File: src/rtl/uart_rx_pkg.sv
package uart_rx_pkg;

  typedef struct packed {
    logic       brk;
    logic       ferr;
    logic       perr;
    logic [7:0] data;
  } rx_char_t;

  typedef enum logic [2:0] {
    S_IDLE,
    S_START,
    S_DATA,
    S_PAR,
    S_STOP,
    S_STOP2,
    S_WAIT_HI
  } rx_state_t;

endpackage

File: src/rtl/uart_rx_line_sel.sv
module uart_rx_line_sel #(
  parameter int SYNC_STAGES = 2
) (
  input  logic clk,
  input  logic rst_n,
  input  logic pin,
  input  logic loop_src,
  input  logic loop_en,
  output logic line_s
);

  logic                   src;
  logic [SYNC_STAGES-1:0] sync_q;

  assign src = loop_en ? loop_src : pin;

  generate
    if (SYNC_STAGES == 1) begin : g_one
      always_ff @(posedge clk or negedge rst_n) begin
        if (!rst_n) sync_q <= '1;
        else        sync_q <= src;
      end
    end else begin : g_chain
      always_ff @(posedge clk or negedge rst_n) begin
        if (!rst_n) sync_q <= '1;
        else        sync_q <= {sync_q[SYNC_STAGES-2:0], src};
      end
    end
  endgenerate

  assign line_s = sync_q[SYNC_STAGES-1];

endmodule

File: src/rtl/uart_rx_framer.sv
module uart_rx_framer
  import uart_rx_pkg::*;
#(
  parameter int OSR = 16
) (
  input  logic       clk,
  input  logic       rst_n,
  input  logic       tick,
  input  logic       line,
  input  logic [1:0] word_len,
  input  logic       parity_en,
  input  logic       parity_even,
  input  logic       two_stop,
  output logic       push,
  output rx_char_t   push_char
);

  localparam int CNTW = $clog2(OSR);
  localparam logic [CNTW-1:0] MID_LAST = CNTW'(OSR / 2 - 1);
  localparam logic [CNTW-1:0] BIT_LAST = CNTW'(OSR - 1);

  rx_state_t       state_q, state_d;
  logic [CNTW-1:0] cnt_q, cnt_d;
  logic [2:0]      idx_q, idx_d;
  logic [7:0]      sh_q, sh_d;
  logic            pbit_q, pbit_d;
  logic            push_d;
  rx_char_t        char_d;

  logic [2:0] last_idx;
  logic [7:0] data_al;
  logic       ones_odd;
  logic       is_break;

  assign last_idx = {1'b0, word_len} + 3'd4;
  assign data_al  = sh_q >> (2'd3 - word_len);
  assign ones_odd = ^data_al ^ pbit_q;
  assign is_break = (data_al == 8'd0) && !line && (!parity_en || !pbit_q);

  always_comb begin
    state_d = state_q;
    cnt_d   = cnt_q;
    idx_d   = idx_q;
    sh_d    = sh_q;
    pbit_d  = pbit_q;
    push_d  = 1'b0;
    char_d  = '0;
    if (tick) begin
      cnt_d = cnt_q + 1'b1;
      unique case (state_q)
        S_IDLE: begin
          cnt_d = '0;
          if (!line) begin
            state_d = S_START;
            pbit_d  = 1'b0;
          end
        end
        S_START: begin
          if (cnt_q == MID_LAST) begin
            cnt_d   = '0;
            idx_d   = '0;
            state_d = line ? S_IDLE : S_DATA;
          end
        end
        S_DATA: begin
          if (cnt_q == BIT_LAST) begin
            sh_d = {line, sh_q[7:1]};
            if (idx_q == last_idx) state_d = parity_en ? S_PAR : S_STOP;
            else                   idx_d   = idx_q + 1'b1;
          end
        end
        S_PAR: begin
          if (cnt_q == BIT_LAST) begin
            pbit_d  = line;
            state_d = S_STOP;
          end
        end
        S_STOP: begin
          if (cnt_q == BIT_LAST) begin
            push_d = 1'b1;
            if (is_break) begin
              char_d  = '{brk: 1'b1, ferr: 1'b1, perr: 1'b0, data: 8'd0};
              state_d = S_WAIT_HI;
            end else begin
              char_d.data = data_al;
              char_d.ferr = !line;
              char_d.perr = parity_en && (parity_even ? ones_odd : !ones_odd);
              state_d     = two_stop ? S_STOP2 : S_IDLE;
            end
          end
        end
        S_STOP2: begin
          if (cnt_q == BIT_LAST) state_d = S_IDLE;
        end
        S_WAIT_HI: begin
          cnt_d = '0;
          if (line) state_d = S_IDLE;
        end
        default: state_d = S_IDLE;
      endcase
    end
  end

  always_ff @(posedge clk or negedge rst_n) begin
    if (!rst_n) begin
      state_q   <= S_IDLE;
      cnt_q     <= '0;
      idx_q     <= '0;
      sh_q      <= '0;
      pbit_q    <= 1'b0;
      push      <= 1'b0;
      push_char <= '0;
    end else begin
      state_q   <= state_d;
      cnt_q     <= cnt_d;
      idx_q     <= idx_d;
      sh_q      <= sh_d;
      pbit_q    <= pbit_d;
      push      <= push_d;
      push_char <= char_d;
    end
  end

endmodule

File: src/rtl/uart_rx_fifo.sv
module uart_rx_fifo
  import uart_rx_pkg::*;
#(
  parameter int DEPTH = 16
) (
  input  logic     clk,
  input  logic     rst_n,
  input  logic     push,
  input  rx_char_t wdata,
  input  logic     pop,
  input  logic     clear,
  input  logic     fifo_mode,
  output rx_char_t rdata,
  output logic     not_empty,
  output logic     overrun
);

  localparam int AW = (DEPTH > 1) ? $clog2(DEPTH) : 1;
  localparam int CW = AW + 1;
  localparam logic [CW-1:0] FULL_N = CW'(DEPTH);

  rx_char_t        mem [DEPTH];
  logic [AW-1:0]   wr_q, wr_d, rd_q, rd_d;
  logic [CW-1:0]   cnt_q, cnt_d;
  logic [CW-1:0]   limit;
  logic            full, do_push, do_pop, ovr_d;

  assign limit   = fifo_mode ? FULL_N : CW'(1);
  assign full    = cnt_q >= limit;
  assign do_push = push && !full && !clear;
  assign do_pop  = pop && (cnt_q != '0) && !clear;

  always_comb begin
    wr_d  = wr_q;
    rd_d  = rd_q;
    cnt_d = cnt_q;
    ovr_d = push && full && !clear;
    if (clear) begin
      wr_d  = '0;
      rd_d  = '0;
      cnt_d = '0;
    end else begin
      if (do_push) wr_d = (wr_q == AW'(DEPTH - 1)) ? '0 : wr_q + 1'b1;
      if (do_pop)  rd_d = (rd_q == AW'(DEPTH - 1)) ? '0 : rd_q + 1'b1;
      cnt_d = cnt_q + CW'(do_push) - CW'(do_pop);
    end
  end

  always_ff @(posedge clk) begin
    if (do_push) mem[wr_q] <= wdata;
  end

  always_ff @(posedge clk or negedge rst_n) begin
    if (!rst_n) begin
      wr_q    <= '0;
      rd_q    <= '0;
      cnt_q   <= '0;
      overrun <= 1'b0;
    end else begin
      wr_q    <= wr_d;
      rd_q    <= rd_d;
      cnt_q   <= cnt_d;
      overrun <= ovr_d;
    end
  end

  assign rdata     = mem[rd_q];
  assign not_empty = cnt_q != '0;

endmodule

File: src/rtl/uart_rx_core.sv
module uart_rx_core
  import uart_rx_pkg::*;
#(
  parameter int DEPTH       = 16,
  parameter int OSR         = 16,
  parameter int SYNC_STAGES = 2
) (
  input  logic       clk,
  input  logic       rst_n,
  input  logic       baud_tick,
  input  logic       rxd_pin,
  input  logic       loop_txd,
  input  logic       loopback_en,
  input  logic [1:0] word_len,
  input  logic       parity_en,
  input  logic       parity_even,
  input  logic       two_stop,
  input  logic       fifo_mode,
  input  logic       fifo_clear,
  input  logic       rd_en,
  output logic [7:0] rd_data,
  output logic       rd_perr,
  output logic       rd_ferr,
  output logic       rd_brk,
  output logic       data_ready,
  output logic       overrun
);

  logic     line_s;
  logic     push;
  rx_char_t push_char;
  rx_char_t head;

  uart_rx_line_sel #(.SYNC_STAGES(SYNC_STAGES)) u_line (
    .clk      (clk),
    .rst_n    (rst_n),
    .pin      (rxd_pin),
    .loop_src (loop_txd),
    .loop_en  (loopback_en),
    .line_s   (line_s)
  );

  uart_rx_framer #(.OSR(OSR)) u_framer (
    .clk         (clk),
    .rst_n       (rst_n),
    .tick        (baud_tick),
    .line        (line_s),
    .word_len    (word_len),
    .parity_en   (parity_en),
    .parity_even (parity_even),
    .two_stop    (two_stop),
    .push        (push),
    .push_char   (push_char)
  );

  uart_rx_fifo #(.DEPTH(DEPTH)) u_fifo (
    .clk       (clk),
    .rst_n     (rst_n),
    .push      (push),
    .wdata     (push_char),
    .pop       (rd_en),
    .clear     (fifo_clear),
    .fifo_mode (fifo_mode),
    .rdata     (head),
    .not_empty (data_ready),
    .overrun   (overrun)
  );

  assign rd_data = head.data;
  assign rd_perr = head.perr;
  assign rd_ferr = head.ferr;
  assign rd_brk  = head.brk;

endmodule

File: config.mk
export PLATFORM = sky130hd
export DESIGN_NAME = uart_rx_core
export DESIGN_NICKNAME = d
export VERILOG_FILES = /design/src/rtl/uart_rx_pkg.sv /design/src/rtl/uart_rx_line_sel.sv /design/src/rtl/uart_rx_framer.sv /design/src/rtl/uart_rx_fifo.sv /design/src/rtl/uart_rx_core.sv
export SDC_FILE = /design/constraint.sdc
export NUM_CORES = 1
export LEC_CHECK = 0
export ABC_CLOCK_PERIOD_IN_PS = 3900
export BUFFER_PORTS_ARGS = -buffer_cell sky130_fd_sc_hd__buf_2
export CAP_MARGIN = 15
export CORE_MARGIN = 10
export CORE_UTILIZATION = 40
export DETAILED_ROUTE_END_ITERATION = 10
export PLACE_DENSITY = 0.64
export SKIP_CTS_REPAIR_TIMING = 1
export SYNTH_ARGS = -nofsm -noshare
export SYNTH_HDL_FRONTEND = slang
export SYNTH_HIERARCHICAL = 1
export SYNTH_SLANG_ARGS = --single-unit
File: constraint.sdc
create_clock -name clk -period 3.9 [get_ports clk]
set_clock_uncertainty 0.2 [all_clocks]
set_input_delay 0.585 -clock clk [delete_from_list [all_inputs] [get_ports clk]]
set_output_delay 0.585 -clock clk [all_outputs]
set_load 0.1 [all_outputs]
# After elaboration in Yosys (flattened, before gate mapping)
# Memories as Yosys holds them, arrays and structs flattened.
# Index checks and enable logic that the tools add are counted.
[word_totals]
out_inout_bits = 13
in_bits = 14
ram_bits = 176
mem_count = 1
reg_bits = 47
elab_cells = 118
[classes]
mux = 42
add_sub_neg = 8
order_cmp = 1
reduce_logical = 29
n_eq_ne = 20
n_shift = 1
bitwise = 1
[memory_table]
columns = ["memory", "depth", "word_bits", "read_ports", "rd_clocked_by_memory_dff", "wr", "line_no", "rtl"]
rows = [
  ["u_fifo.mem", 16, 11, 1, 0, 1, "uart_rx_fifo.sv:22", "rx_char_t mem [DEPTH];"],
]
[op_table]
columns = ["operator", "n"]
rows = [
  ["two-way mux 3 bit", 14],
  ["two-way mux 11 bit", 3],
  ["two-way mux 4 bit", 7],
  ["case mux 3 bit (7 select lines)", 1],
  ["adder 4 x 1 -> 4 bit (second input constant)", 3],
  ["== test 4 bit (second input constant)", 3],
  ["!= test 2 x 1 -> 1 bit (second input constant)", 6],
  ["two-way mux 1 bit", 10],
  ["two-way mux 10 bit", 1],
  ["two-way mux 5 bit", 2],
  ["== test 3 bit (second input constant)", 3],
  ["logical AND 1 bit", 9],
  ["AND reduction 9 bit", 1],
  ["zero test 8 bit", 1],
  ["case mux 4 bit (2 select lines)", 1],
  ["nonzero test 2 bit", 4],
  ["parity 8 bit", 1],
  ["right shift 8 x 2 -> 8 bit", 1],
  ["== test 3 x 2 -> 1 bit (second input constant)", 2],
  ["zero test 1 bit", 6],
  ["!= test 2 bit (second input constant)", 3],
  ["case mux 3 bit (2 select lines)", 1],
  ["adder 5 x 1 -> 5 bit", 1],
  ["greater-or-equal comparator 5 bit", 1],
  ["other kinds (17)", 17],
]

# Depth between registers and ports, before layout
# Gate-level depths: netlist (run 1).
[logic_depth]
depth_word = 11
ltp_mapped = 16
depth_no_buf = 15

# Modules after synthesis
# Netlist (run 1), hierarchy kept.
[by_module_without_submodules]
columns = ["module", "area_per_inst_um2", "cells_per_inst", "n_inst", "seq_area_each_um2"]
rows = [
  ["uart_rx_fifo", 7825.0, 442, 1, 5635.4],
  ["uart_rx_framer", 1835.5, 179, 1, 775.7],
  ["uart_rx_line_sel", 67.6, 3, 1, 52.6],
]

# Worst setup path after synthesis (run 1)
# Ideal clock, no wire load.
[synth_path]
path_kind = "reg-to-reg"
startpoint = "register u_fifo.cnt_q[2]"
endpoint = "register u_fifo.cnt_q[4]"
arrival_ns = 3.056
n_path_buf = 1
path_slack_ns = 0.512
setup_time_ns = 0.132
path_stages_with_launch = 16
t_required_ns = 3.568
period_less_slack_ns = 3.388
cell_sequence = "dfrtp_1 -> inv_1 -> ha_1 -> or4b_1 -> clkbuf_2 -> nand2_1 -> nor2_1 -> ha_1 -> inv_1 -> ha_1 -> inv_1 -> fa_1 -> o21bai_1 -> a21oi_1 -> xnor2_1 -> nor2_1"
[synth_between]
elab_cells_between_ends = 10
cone_classes = "add/sub (2); order compare (1); mux (1); reduce/logical (6)"
[synth_rtl]
columns = ["element", "line_no", "rtl"]
rows = [
  ["from (decl)", "uart_rx_fifo.sv:24", "logic [CW-1:0] cnt_q, cnt_d;"],
  ["from (signal assigned)", "uart_rx_fifo.sv:62", "cnt_q <= cnt_d;"],
  ["nonzero test 5 bit", "--", ""],
  ["net data_ready", "uart_rx_core.sv:25", "output logic data_ready,"],
  ["logical AND 1 bit (2 in a row)", "uart_rx_fifo.sv:31", "assign do_pop = pop && (cnt_q != '0) && !clear;"],
  ["subtractor 5 x 1 -> 5 bit", "uart_rx_fifo.sv:45", "cnt_d = cnt_q + CW'(do_push) - CW'(do_pop);"],
  ["two-way mux 5 bit", "uart_rx_fifo.sv:38", "if (clear) begin"],
  ["net u_fifo.cnt_d[4]", "uart_rx_fifo.sv:24", ""],
]
# The timed path passes the listed nets, and every way through them passes these cells.
# A chain may end at the register's enable or synchronous reset.

# Final worst setup path (run 1)
[layout_path]
startpoint = "register u_fifo.rd_q[0]"
endpoint = "output port rd_brk"
[layout_between]
elab_chain_cells = 1
[layout_rtl]
columns = ["element", "line_no", "rtl"]
rows = [
  ["from (decl)", "uart_rx_fifo.sv:23", "logic [AW-1:0] wr_q, wr_d, rd_q, rd_d;"],
  ["from (signal assigned)", "uart_rx_fifo.sv:61", "rd_q <= rd_d;"],
  ["memory read (16 x 11 bit)", "--", ""],
  ["to (decl)", "uart_rx_core.sv:24", "output logic rd_brk,"],
]
# No other way between the ends.

==> results of run 1 <==
==> per-stage QoR <==
step	utilization, %	hold WS (ns)
CTS	45.1	-0.00211
global placement	42.0	0.150
detailed placement	42.0	0.156
global route	45.1	0.0414
finish	45.1	-0.0124
floorplan	-	0.0894
==> flip-flops by register name, summed over array words and instances, names as in the netlist, 4 cells and up <==
register,cells
u_fifo/mem,176
u_framer/push_char,11
u_framer/sh_q,8
u_fifo/cnt_q,5
u_fifo/rd_q,4
u_fifo/wr_q,4
u_framer/cnt_q,4
==> layer usage <==
layer	routed length, µm	track usage (%)
met4	349	2.90
met3	750	2.35
met1	8740	16.1
met5	0	0
met2	9450	20.6
==> worst paths after layout <==
path | start | to
min in group clk | rxd_pin | u_line/sync_q[0]
min | rst_n | u_framer/sh_q[5]
min reg2reg | u_line/sync_q[0] | u_line/sync_q[1]
max in group asynchronous | rst_n | u_framer/push_char[5]
max | u_fifo/rd_q[0] | rd_brk
max reg2reg | u_fifo/cnt_q[2] | u_fifo/cnt_q[4]
==> cells in the final DEF (no fill, tap or decap), drive strengths merged, types with 3 or more instances in the layout <==
| cell type | count |
|---|---|
| nand4 | 3 |
| nor2 | 29 |
| dfrtp | 45 |
| nand3 | 12 |
| mux2 | 15 |
| nor2b | 5 |
| clkinv | 8 |
| mux4 | 22 |
| clkbuf | 30 |
| a22oi | 12 |
| edfxtp | 176 |
| mux2i | 49 |
| a31oi | 6 |
| o22ai | 3 |
| nand2b | 7 |
| a21oi | 16 |
| nor3 | 5 |
| ha | 21 |
| buf | 35 |
| o21ai | 24 |
| nand2 | 28 |
| a221oi | 24 |
| and2 | 5 |
| inv | 23 |
| and3 | 19 |
| xnor2 | 10 |
==> kinds of logic (layout without fill, tap and decap cells) <==
group | after synthesis | count (layout)
DFF | 223 | 223
and+or+nand+nor | 124 | 124
AOI/OAI and AO/OA | 104 | 104
muxes | 86 | 86
buffers and inverters | 53 | 99
adders and majority gates | 22 | 22
xor gates and xnor gates | 12 | 12
==> power groups by stage <==
stage / logic (µW) / registers [µW] / clock network [µW]
6_report: 1190 / 2770 / 2120
2_1_floorplan: 1130 / 2690 / 0
3_5_place_dp: 1190 / 2820 / 0
5_1_grt: 1290 / 2790 / 2270
3_3_place_gp: 1160 / 2810 / 0
4_1_cts: 1190 / 2770 / 2180
==> layout make-up <==
type | instances | area (µm²)
Tap cell | 324 | 405
Clock inverter | 12 | 121
Multi-Input combinational cell | 348 | 2970
Fill cell | 2140 | 13200
Clock buffer | 30 | 622
Inverter | 22 | 82.6
Sequential cell | 223 | 6470
Timing Repair Buffer | 35 | 210
==> impl_metrics.env, run 1 <==
export IMPL_end_kind="output port"
export IMPL_powerDensity_mw_per_mm2=559
export IMPL_overflow=0
export IMPL_dp_hpwl_mm=12.9
export IMPL_placed_cell_area_mm2=0.0101
export IMPL_critPathRequiredTime_ns=3.12
export IMPL_initial_core_util_pct=40.4
export IMPL_drc=0
export IMPL_area_growth_syn_to_layout_pct=11.8
export IMPL_die_x_um=176
export IMPL_status="complete, but fails checks"
export IMPL_p_leak_uw=0.00412
export IMPL_synthMuxAreaShare_pct=12.2
export IMPL_dp_cells=952
export IMPL_hp_class="input port to async pin"
export IMPL_slowest_delay_ns=0.83
export IMPL_post_synth_cell_area_avg_um2=15.6
export IMPL_final_setup_tns_ns=0
export IMPL_coreArea_mm2=0.0241
export IMPL_synth_top_area_cell="edfxtp_1"
export IMPL_p_total_uw=6080
export IMPL_postRouteAntennaNets=0
export IMPL_slew_headroom_pct=41.9
export IMPL_ys_seq_area_share_pct=66.4
export IMPL_clk_latency_ns=0.51
export IMPL_internal_power_uw=4320
export IMPL_grt_pass1_vias=5515
export IMPL_die_area_mm2=0.0310
export IMPL_nNetsFinal=689
export IMPL_max_slew_worst_pin_slew_ns=0.871
export IMPL_pwr_share_comb_pct=19.6
export IMPL_grt_first_pass_wirelength_mm=30.5
export IMPL_via_per_inst=5.43
export IMPL_via_count=5400
export IMPL_rsz0062_at_grt="false"
export IMPL_gp_congestion=0.815
export IMPL_finalWorstSetupSlack_ns=0.215
export IMPL_critPathSlowestCell="dfrtp_4"
export IMPL_holdWs_ns=-0.0124
export IMPL_antenna_cells=0
export IMPL_r2r_cells=14
export IMPL_htreeDepth=1
export IMPL_synth_main_ff_cell="edfxtp_1"
export IMPL_io_buffers=26
export IMPL_antenna_found_initial=0
export IMPL_ys_ff_latch=223
export IMPL_cts_tree="done"
export IMPL_synth_net_count=660
export IMPL_finalCritPeriodShare_pct=94.5
export IMPL_synth_edf_count=176
export IMPL_criticalPathCategory="flip-flop to output port"
export IMPL_worst_path_stages=6
export IMPL_cp_max_fo=34
export IMPL_clock_sinks=223
export IMPL_synth_top_cell_area_share_pct=54.3
export IMPL_fin_cells=994
export IMPL_synth_fa_ha_area_share_pct=2.91
export IMPL_power_frac_clock_pct=34.8
export IMPL_max_freq_ghz=0.271
export IMPL_synth_area_leaders="edfxtp_1 54%, dfrtp_1 12%, mux4_2 5.1%"
export IMPL_dr_pass1_iters=5
export IMPL_grt_max_degree=36
export IMPL_drt_iter0_drc=387
export IMPL_critPathArrivalTime_ns=2.90
export IMPL_grtUsageTotal_pct=12.3
export IMPL_synth_cell_types=61
export IMPL_clk_pin_slew_ns=0.06
export IMPL_cts_buffer_depth=3
export IMPL_avgRoutedWirePerCell_um=19.4
export IMPL_violations="negative hold slack"
export IMPL_async_reset_ff_share_pct=21.1
export IMPL_netlist_top_cells_count="176 x edfxtp_1, 49 x mux2i_1, 45 x dfrtp_1"
export IMPL_numCtsBuffers=23
export IMPL_syn_area_mm2=0.00973
export IMPL_synth_most_common_cell="edfxtp_1"
export IMPL_drive_gt1_share_pct=17.9
export IMPL_ctsRootBufferMaster="clkbuf_16"
export IMPL_final_hold_violation_count=18
export IMPL_cap_viol_max_count=0
export IMPL_fin_crit_ns=3.68
export IMPL_netlist_instances=624
export IMPL_finalSetupViolCount=0
export IMPL_synth_xor_area_share_pct=1.08
export IMPL_fp_dieH_um=176
export IMPL_postLayoutCellArea_mm2=0.0109
export IMPL_synth_top_family_by_area="multiplexers"
export IMPL_synth_compound_area_share_pct=7.40
export IMPL_pwr_share_seq_pct=45.6
export IMPL_cp_start_kind="flip-flop"
export IMPL_path_delay_family="flip-flops"
export IMPL_power_switching_share_pct=28.9
export IMPL_cp_buffers_inverters=2
export IMPL_p_switching_uw=1760
export IMPL_drt_wl_total_mm=19.3
export IMPL_crit_chain="buf_4 -> mux2i_1 -> a221oi_1 -> o21ai_0 -> nand2_1 -> buf_2"
export IMPL_yosys_warnings=6
export IMPL_place_worst_setup_slack_ns=0.545
export IMPL_yosys_area_share_simple_pct=6.93
export IMPL_finalMaxSlewViolations=0
export IMPL_row_count=57
export IMPL_boundaryPins=27
export IMPL_r2r_slack_ns=0.65
export IMPL_ir_drop_mv=0.281
No activity file was read; power rests on OpenSTA's default activity.
==> inputs of run 2 (changes only) <==
--- a/config.mk
+++ b/config.mk
@@ -5,6 +5,7 @@
 export SDC_FILE = /design/constraint.sdc
 export NUM_CORES = 1
 export LEC_CHECK = 0
+export ABC_AREA = 1
 export ABC_CLOCK_PERIOD_IN_PS = 3900
 export BUFFER_PORTS_ARGS = -buffer_cell sky130_fd_sc_hd__buf_2
 export CAP_MARGIN = 15
==> run 2 against run 1 <==
  * Non-clock buffer count grew 5
  * Maximum frequency grew 5.6%
  * Worst hold slack gained 0.079 ns
  * Sequential power shrank 2%
  * Flip-flop and latch count is the same
  * Critical endpoint is now rd_data[6]
  * Area after synthesis grew 4.1%
  * Critical path depth grew 2
  * The run now ends clean
==> impl_metrics.env, run 2 <==
export IMPL_status="completed"
export IMPL_fin_crit_ns=3.49
export IMPL_postRouteAntennaNets=0
export IMPL_cp_start_kind="flip-flop"
export IMPL_final_hold_violation_count=0
export IMPL_numCtsBuffers=25
export IMPL_synth_area_leaders="edfxtp_1 52%, dfrtp_1 11%, nand2_1 8.3%"
export IMPL_clk_pin_slew_ns=0.06
export IMPL_die_x_um=179
export IMPL_area_growth_syn_to_layout_pct=11.9
export IMPL_dr_pass1_iters=5
export IMPL_critPathSlowestCell="dfrtp_1"
export IMPL_synth_cell_types=40
export IMPL_clk_latency_ns=0.53
export IMPL_end_kind="output port"
export IMPL_coreArea_mm2=0.0250
export IMPL_crit_chain="inv_2 -> nor2_4 -> nand3_1 -> nand2_1 -> nor2_1 -> nand2_1 -> nand2_1 -> buf_2"
export IMPL_async_reset_ff_share_pct=21.1
export IMPL_p_leak_uw=0.00443
export IMPL_grt_first_pass_wirelength_mm=35.7
export IMPL_powerDensity_mw_per_mm2=598
export IMPL_holdWs_ns=0.0667
export IMPL_cap_viol_max_count=0
export IMPL_finalWorstSetupSlack_ns=0.410
export IMPL_layout_common_cells="225 x nand2_1, 176 x edfxtp_1, 143 x nor2_1"
export IMPL_ir_drop_mv=0.545
export IMPL_criticalPathCategory="flip-flop to output port"
export IMPL_rsz0062_at_grt="false"
export IMPL_drc=0
export IMPL_clock_sinks=223
export IMPL_seq_area_mm2=0.00646
export IMPL_slew_headroom_pct=51.0
export IMPL_reg_largest_list="u_fifo/mem x176, u_framer/push_char x11, u_framer/sh_q x8"
export IMPL_ys_seq_area_share_pct=63.8
export IMPL_slowest_delay_ns=0.73
export IMPL_ctsRootBufferMaster="clkbuf_16"
export IMPL_dp_hpwl_mm=13.9
export IMPL_boundaryPins=27
export IMPL_io_buffers=26
export IMPL_row_count=58
export IMPL_max_freq_ghz=0.287
export IMPL_antenna_found_initial=0
export IMPL_multi_input_area_mm2=0.00320
export IMPL_num_fill_cells=2364
export IMPL_via_per_inst=5.03
export IMPL_r2r_start="u_fifo/cnt_q[1]"
export IMPL_drt_wl_total_mm=22.4
export IMPL_drt_iter0_drc=409
export IMPL_synth_top_cell_area_share_pct=52.2
export IMPL_initial_core_util_pct=40.5
export IMPL_dp_cells=1292
export IMPL_largest_register_ffs=176
export IMPL_cts_buffer_depth=3
export IMPL_cp_max_fo=22
export IMPL_critPathArrivalTime_ns=2.71
export IMPL_gp_congestion=0.825
export IMPL_max_slew_worst_pin_slew_ns=0.735
export IMPL_fin_cells=1338
export IMPL_synth_most_common_cell="nand2_1"
export IMPL_hp_class="input port to flip-flop"
export IMPL_via_count=6725
export IMPL_final_common_cell="nand2_1"
export IMPL_die_area_mm2=0.0321
export IMPL_synth_main_ff_cell="edfxtp_1"
export IMPL_fp_dieH_um=179
export IMPL_synth_edf_count=176
export IMPL_synth_net_count=1000
export IMPL_antenna_cells=0
export IMPL_startpoint="u_fifo/rd_q[2]"
export IMPL_crit_path_frequent_cell="nand2_1"
export IMPL_place_worst_setup_slack_ns=0.483
export IMPL_finalMaxSlewViolations=0
export IMPL_final_core_util_pct=45.3
export IMPL_synth_top_area_cell="edfxtp_1"
export IMPL_netlist_top_cells_count="225 x nand2_1, 176 x edfxtp_1, 143 x nor2_1"
export IMPL_htreeDepth=1
export IMPL_yosys_warnings=6
export IMPL_overflow=0
export IMPL_finalCritPeriodShare_pct=89.5
export IMPL_min_from="loop_txd"
export IMPL_post_synth_cell_area_avg_um2=10.5
export IMPL_regMostFlops="u_fifo/mem"
export IMPL_ys_ff_latch=223
export IMPL_final_setup_tns_ns=0
export IMPL_avgRoutedWirePerCell_um=16.7
export IMPL_critPathRequiredTime_ns=3.12
export IMPL_grt_max_degree=90
export IMPL_finalSetupViolCount=0
export IMPL_grtUsageTotal_pct=14.0
export IMPL_grt_pass1_vias=6516
export IMPL_cts_tree="done"
export IMPL_syn_area_mm2=0.0101
export IMPL_nNetsFinal=1026
export IMPL_drive_gt1_share_pct=12.4
export IMPL_netlist_instances=964
[run 2: cell count changes in the layout (fill, tap and decap cells not counted), moves of 24 or more]
cell,change
mux2i_1,-47
o21ai_1,+36
nor2_1,+114
nand2_1,+198
nand3_1,+71
a21oi_1,+32
a221oi_1,-24
[run 2: power by group]
part | internal, µW | switching, µW | total (µW)
Sequential | 2610 | 99.6 | 2710
Combinational | 471 | 1350 | 1820
Clock | 1330 | 925 | 2250
Total | 4400 | 2370 | 6780
[run 2: worst max-delay path, delay by kind of cell, from the launching register on]
kind,cells,cell delay (ns)
simple gates,6,1.04
flops,1,0.73
buf+inv,2,0.42
[run 2: final timing paths]
check	end	slack [ns]	cells past startpoint
worst max-delay path	rd_data[6]	0.41	8
worst min-delay path	u_line/sync_q[0]	0.07	3
worst max register to register	u_fifo/cnt_q[4]	0.77	16
worst min register to register	u_line/sync_q[1]	0.16	0
max in group asynchronous	u_line/sync_q[1]	2.25	3
min in group asynchronous	u_framer/idx_q[0]	0.47	2
[run 2: per-stage QoR]
stage	area (µm²)	total power [µW]
6_report	11300	6780
4_1_cts	11300	6840
3_3_place_gp	10500	4540
5_1_grt	11300	7150
2_1_floorplan	10100	4240
3_5_place_dp	10500	4570
[run 2: final cells by class]
cell class / count / share of cell area, %
clock buffer: 28 / 5.71
inverter: 53 / 1.80
clock inverter: 17 / 1.28
multi-input combinational: 647 / 28.2
tap: 330 / 3.64
sequential: 223 / 57.0
timing repair buffer: 40 / 2.32
[run 2: logic make-up (layout without fill, tap and decap cells)]
| logic type | after synthesis | count (layout) | synth area share [%] |
|---|---|---|---|
| AO/OA/AOI/OAI | 122 | 122 | 6.29 |
| XOR/XNOR | 8 | 8 | 0.692 |
| buffers and inverters | 94 | 138 | 4.64 |
| multiplexers | 2 | 2 | 0.198 |
| flip-flops | 223 | 223 | 63.8 |
| AND/OR/NAND/NOR | 493 | 493 | 21.6 |
| adder cells (fa/ha/maj) | 22 | 22 | 2.79 |
[run 2: metal layers]
layer  vias up  routed length (µm)  part of all wire [%]  track usage, %
li1       3314                   -                     -               -
met1      3200               10400                    46            19.8
met2       178               10200                    45            22.1
met3        33                1380                   6.2            2.17
met4         0                 479                   2.1            3.66
met5         -                   0                     0               0
